### src/rtl/sckdiv_pkg.sv
package sckdiv_pkg;
  localparam int LIN_W   = 8;                       // linear divider field width
  localparam int EXP_W   = 4;                       // exponential divider field width
  localparam int SEL_BIT = LIN_W + EXP_W;           // mode select position
  localparam int CFG_W   = SEL_BIT + 1;             // control word width
  localparam int HALF_W  = ((LIN_W + 1) > (1 << EXP_W)) ? (LIN_W + 1) : (1 << EXP_W);

  // Half-period length, in module clock cycles, for a control word.
  function automatic logic [HALF_W-1:0] half_len(input logic [CFG_W-1:0] w);
    if (w[SEL_BIT])
      return HALF_W'(w[LIN_W-1:0]) + HALF_W'(1);
    else
      return HALF_W'(1) << w[SEL_BIT-1:LIN_W];
  endfunction
endpackage

### src/rtl/sckdiv_cfg.sv
module sckdiv_cfg
  import sckdiv_pkg::*;
(
  input  logic              clk,
  input  logic              rst_n,
  input  logic              busy,
  input  logic [CFG_W-1:0]  clk_cfg,
  output logic [HALF_W-1:0] half_now
);
  logic [HALF_W-1:0] half_q;
  logic [HALF_W-1:0] half_in;

  assign half_in = half_len(clk_cfg);

  // Capture only while idle; frozen for the length of a transfer.
  always_ff @(posedge clk or negedge rst_n) begin
    if (!rst_n)    half_q <= HALF_W'(1);
    else if (!busy) half_q <= half_in;
  end

  assign half_now = busy ? half_q : half_in;
endmodule

### src/rtl/sckdiv_tick.sv
module sckdiv_tick
  import sckdiv_pkg::*;
(
  input  logic              clk,
  input  logic              rst_n,
  input  logic              run,
  input  logic [HALF_W-1:0] half_now,
  output logic              busy,
  output logic              tick
);
  logic [HALF_W-1:0] cnt;

  always_ff @(posedge clk or negedge rst_n) begin
    if (!rst_n) begin
      busy <= 1'b0;
      cnt  <= '0;
    end else if (!busy) begin
      busy <= run;
      cnt  <= half_now - HALF_W'(1);   // reload: first half-period is full
    end else if (!run) begin
      busy <= 1'b0;
    end else if (cnt == '0) begin
      cnt  <= half_now - HALF_W'(1);
    end else begin
      cnt  <= cnt - HALF_W'(1);
    end
  end

  assign tick = busy & run & (cnt == '0);
endmodule

### src/rtl/sckdiv_edge.sv
module sckdiv_edge #(
  parameter int FRAME_BITS = 8
) (
  input  logic clk,
  input  logic rst_n,
  input  logic run,
  input  logic cpol,
  input  logic tick,
  output logic sck,
  output logic lead,
  output logic trail,
  output logic frame_end
);
  localparam int EDGES = 2 * FRAME_BITS;
  localparam int EC_W  = (EDGES > 1) ? $clog2(EDGES) : 1;

  logic            phase;   // 0 = at idle level
  logic [EC_W-1:0] ec;

  always_ff @(posedge clk or negedge rst_n) begin
    if (!rst_n) begin
      phase <= 1'b0;
      ec    <= '0;
    end else if (!run) begin
      phase <= 1'b0;
      ec    <= '0;
    end else if (tick) begin
      phase <= ~phase;
      ec    <= (ec == EC_W'(EDGES - 1)) ? '0 : ec + EC_W'(1);
    end
  end

  assign sck       = cpol ^ (phase & run);
  assign lead      = tick & ~phase;
  assign trail     = tick & phase;
  assign frame_end = tick & (ec == EC_W'(EDGES - 1));
endmodule

### src/rtl/sck_rate_gen.sv
module sck_rate_gen
  import sckdiv_pkg::*;
#(
  parameter int FRAME_BITS = 8
) (
  input  logic             clk,
  input  logic             rst_n,
  input  logic             run,
  input  logic             cpol,
  input  logic [CFG_W-1:0] clk_cfg,
  output logic             sck,
  output logic             sck_toggle,
  output logic             lead_edge,
  output logic             trail_edge,
  output logic             frame_end
);
  logic              busy;
  logic              tick;
  logic [HALF_W-1:0] half_now;

  sckdiv_cfg i_cfg (
    .clk(clk), .rst_n(rst_n), .busy(busy), .clk_cfg(clk_cfg), .half_now(half_now)
  );

  sckdiv_tick i_tick (
    .clk(clk), .rst_n(rst_n), .run(run), .half_now(half_now), .busy(busy), .tick(tick)
  );

  sckdiv_edge #(.FRAME_BITS(FRAME_BITS)) i_edge (
    .clk(clk), .rst_n(rst_n), .run(run), .cpol(cpol), .tick(tick),
    .sck(sck), .lead(lead_edge), .trail(trail_edge), .frame_end(frame_end)
  );

  assign sck_toggle = tick;
endmodule

### config.mk
export PLATFORM = sky130hd
export DESIGN_NAME = sck_rate_gen
export DESIGN_NICKNAME = d
export VERILOG_FILES = /design/src/rtl/sckdiv_pkg.sv /design/src/rtl/sckdiv_cfg.sv /design/src/rtl/sckdiv_tick.sv /design/src/rtl/sckdiv_edge.sv /design/src/rtl/sck_rate_gen.sv
export SDC_FILE = /design/constraint.sdc
export NUM_CORES = 1
export LEC_CHECK = 0
export ABC_AREA = 1
export CORE_MARGIN = 2
export CORE_UTILIZATION = 45
export CTS_CLUSTER_DIAMETER = 200
export DETAILED_ROUTE_END_ITERATION = 8
export MAX_ROUTING_LAYER = met4
export PLACE_DENSITY = 0.73
export SYNTH_ARGS = -nofsm -noshare
export SYNTH_HDL_FRONTEND = slang
export SYNTH_SLANG_ARGS = --single-unit
### constraint.sdc
create_clock -name clk -period 3.87 [get_ports clk]
set_input_delay 1.161 -clock clk [delete_from_list [all_inputs] [get_ports clk]]
set_output_delay 1.161 -clock clk [all_outputs]
set_load 0.02 [all_outputs]
==> results_dict.tcl <==
set metrics [dict create \
    clkTransAtPathRegs_ns 0.07 \
    status "finished, final reports clean" \
    dp_cells 490 \
    finalCritPeriodShare 0.978 \
    post_cts_buffers 0 \
    rr_endpoint "i_tick.cnt[2]$_DFFE_PN0P_" \
    synth_nets 418 \
    fmax_mhz 264 \
    overflow 0 \
    setup_viol 0 \
    n_fill_cell 580 \
    synth-edff-count 0 \
    vdd.ir_drop.worst_mv 0.181 \
    synthAdderAreaFrac 0.0178 \
    routed_wl_microns 6220 \
    ys_types 44 \
    crit_top_cell "clkdlybuf4s50_1" \
    dp_hpwl_microns 4820 \
    synth_area_sq_um 2810 \
    core_area_sq_um 5990 \
    slew_headroom 0.434 \
    h-tree-depth 2 \
    cts_buffers 5 \
    crit_family "buffers and inverters" \
    hold_viol 0 \
    synth_xor_area_frac 0.0374 \
    rr_worst_depth 11 \
    postLayoutCellArea_sq_um 3180 \
    vias 2520 \
    crit_end "sck_toggle" \
    die_h_microns 83.0 \
    tightest_slew_ns 0.849 \
    avgSynthCellArea_sq_um 7.08 \
    grt_max_degree 39 \
    cts.sinks 38 \
    die_w_microns 83.0 \
    stdcell_count 498 \
    layout_common_cells "nand2_1 (104), inv_1 (38), nor2_1 (37), dfrtp_1 (37), nand3_1 (33)" \
    drc 0 \
    muxShareOfSynthArea 0 \
    worst-path-buf-inv 3 \
    synth_compound_area_frac 0.112 \
    crit_path_end_kind "output pin" \
    detail_route.first_pass.iterations 4 \
    synth_async_sr_flop_share 1.00 \
    rows 28 \
    cts_tree "done" \
    worstPathMaxFanout 4 \
    synth-seq-cells 38 \
    die_area_sq_um 6890 \
    ys_seq_area_frac 0.339 \
    vias_per_cell 5.06 \
    root_buffer "clkbuf_8" \
    antenna_cells 0 \
    rr_startpoint "i_tick.cnt[0]$_DFFE_PN0P_" \
    drive_gt1_frac 0.144 \
    powerDensity_nw_per_um2 324 \
    rsz0062_at_grt "false" \
    initialDrtViolationCount 134 \
    cp.depth 5 \
    post_drt_wl_per_cell_microns 12.5 \
    required_ns 2.71 \
    grt_use_total 0.196 \
    skew_ns 0.00213 \
    final_nets 443 \
    hold_class "reg -> reg" \
    clockBufferDepth 2 \
    ant_nets 0 \
    syn-instance-count 397 \
    grt_antenna_before_repair 0 \
    cp-startpoint "run" \
    crit_slowest_cell "clkdlybuf4s50_1" \
    synth-main-ff-cell "dfrtp_1" \
    p_leak_nw 1.54 \
    clk_latency_ns 0.29 \
    cp-start-kind "input pin" \
    worst-r2r-setup-slack_ns 1.90 \
    yosys.area_share.simple 0.407 \
    maxCapViolations 0 \
    crit_chain "clkdlybuf4s50_1, nand2_1, nor2_4, buf_4, clkdlybuf4s50_1" \
    max_stage_delay_ns 0.60 \
    dpl-instance-area_sq_um 3090 \
    grt_pass1_vias 2447 \
    yosysWarnings 0 \
    start_util 0.469 \
    gp_congestion 0.984 \
    critPathKind "in -> out" \
    final_common_cell "nand2_1" \
    ioPinCount 22 \
    hold_ws_ns 0.498 \
    synth_top_family_by_area "simple AND/OR/NAND/NOR gates" \
    critPathArrivalTime_ns 2.63 \
    period_needed_ns 3.79 \
    grt_pass1_wl_microns 10900 \
    area_delta_synth_final_pct 13.2 \
    port_buffers 21 \
    slew_violations 0 \
]
==> cell usage after synthesis (5+ instances only) <==
master / number / share of area
nand2_1: 104 / 0.14
inv_1: 38 / 0.051
dfrtp_1: 37 / 0.33
nor2_1: 37 / 0.049
nand3_1: 33 / 0.059
a21oi_1: 17 / 0.030
o21ai_0: 11 / 0.020
nand2_2: 10 / 0.022
o21ai_1: 10 / 0.018
xor2_1: 10 / 0.031
inv_2: 9 / 0.012
nand4_1: 9 / 0.020
nor2_4: 8 / 0.032
nor3_1: 6 / 0.011
nor2_2: 5 / 0.011
==> metrics by stage <==
step / setup slack [ns] / total power, W / setup TNS, ns / util
floorplan: 0.824 / 0.000681 / 0 / -
global placement: -0.0304 / 0.000752 / -0.0304 / 0.516
detailed placement: -0.0793 / 0.000758 / -0.0793 / 0.516
CTS: 0.0387 / 0.00104 / 0 / 0.530
global route: 0.0312 / 0.00110 / 0 / 0.531
finish: 0.0839 / 0.00103 / 0 / 0.531
==> per-layer routing <==
metal	global-route usage	share of wire	vias to the layer above
li1	-	-	1331
met1	0.253	0.48	1135
met2	0.306	0.47	41
met3	0.0368	0.029	13
met4	0.0745	0.020	0
met5	-	0	-
==> sequential cells by signal, summed over array words and instances (netlist names) <==
name and count:
i_edge.phase 1, i_edge.ec 4, i_tick.cnt 16, i_tick.busy 1
i_cfg.half_q 16
==> worst min-delay path by stage <==
stage | startpoint | slack [ns] | depth (start not counted) | end
3_3_place_gp | i_cfg.half_q[3]$_DFF_PN0_ | 0.47 | 2 | i_cfg.half_q[3]$_DFF_PN0_
5_1_grt | i_tick.cnt[13]$_DFFE_PN0P_ | 0.53 | 2 | i_tick.cnt[13]$_DFFE_PN0P_
6_report | i_cfg.half_q[3]$_DFF_PN0_ | 0.50 | 2 | i_cfg.half_q[3]$_DFF_PN0_
3_5_place_dp | i_cfg.half_q[3]$_DFF_PN0_ | 0.49 | 2 | i_cfg.half_q[3]$_DFF_PN0_
2_1_floorplan | i_cfg.half_q[3]$_DFF_PN0_ | 0.46 | 2 | i_cfg.half_q[3]$_DFF_PN0_
4_1_cts | i_cfg.half_q[3]$_DFF_PN0_ | 0.50 | 2 | i_cfg.half_q[3]$_DFF_PN0_
==> worst min-delay path: cells and delay by family, from the launching register on <==
| kind | cells | cell delay (ns) |
|---|---|---|
| simple gates | 2 | 0.14 |
| flops | 1 | 0.32 |
==> logic make-up (layout without fill, tap and decap cells) <==
kind of cell / after synthesis / after routing
AND/OR/NAND/NOR: 233 / 233
buffers and inverters: 57 / 83
AO/OA/AOI/OAI: 53 / 53
flip-flops: 38 / 38
XOR/XNOR: 12 / 12
adder cells (fa/ha/maj): 4 / 4
==> repair_timing <==
item	4_1_cts	5_1_grt
setup endpoints to repair	1	1
gates resized for setup	1	1
hold buffers	0	0
==> power by group <==
group / leakage (nW) / switching, W / total, W / internal (W)
sequential: 0.482 / 0.0000220 / 0.000459 / 0.000437
combinational: 1.01 / 0.000191 / 0.000294 / 0.000103
clock: 0.0455 / 0.000131 / 0.000277 / 0.000145
total: 1.54 / 0.000344 / 0.00103 / 0.000685
==> final cells by class <==
type                       count  area (sq um)  share of cell area
tap                           75          93.8              0.0295
clock buffer                   8          90.1              0.0283
multi-input combinational    302          1610               0.507
timing repair buffer          25           236              0.0744
sequential                    38           952               0.299
inverter                      50           195              0.0614
No activity file was read; power rests on OpenSTA's default activity.
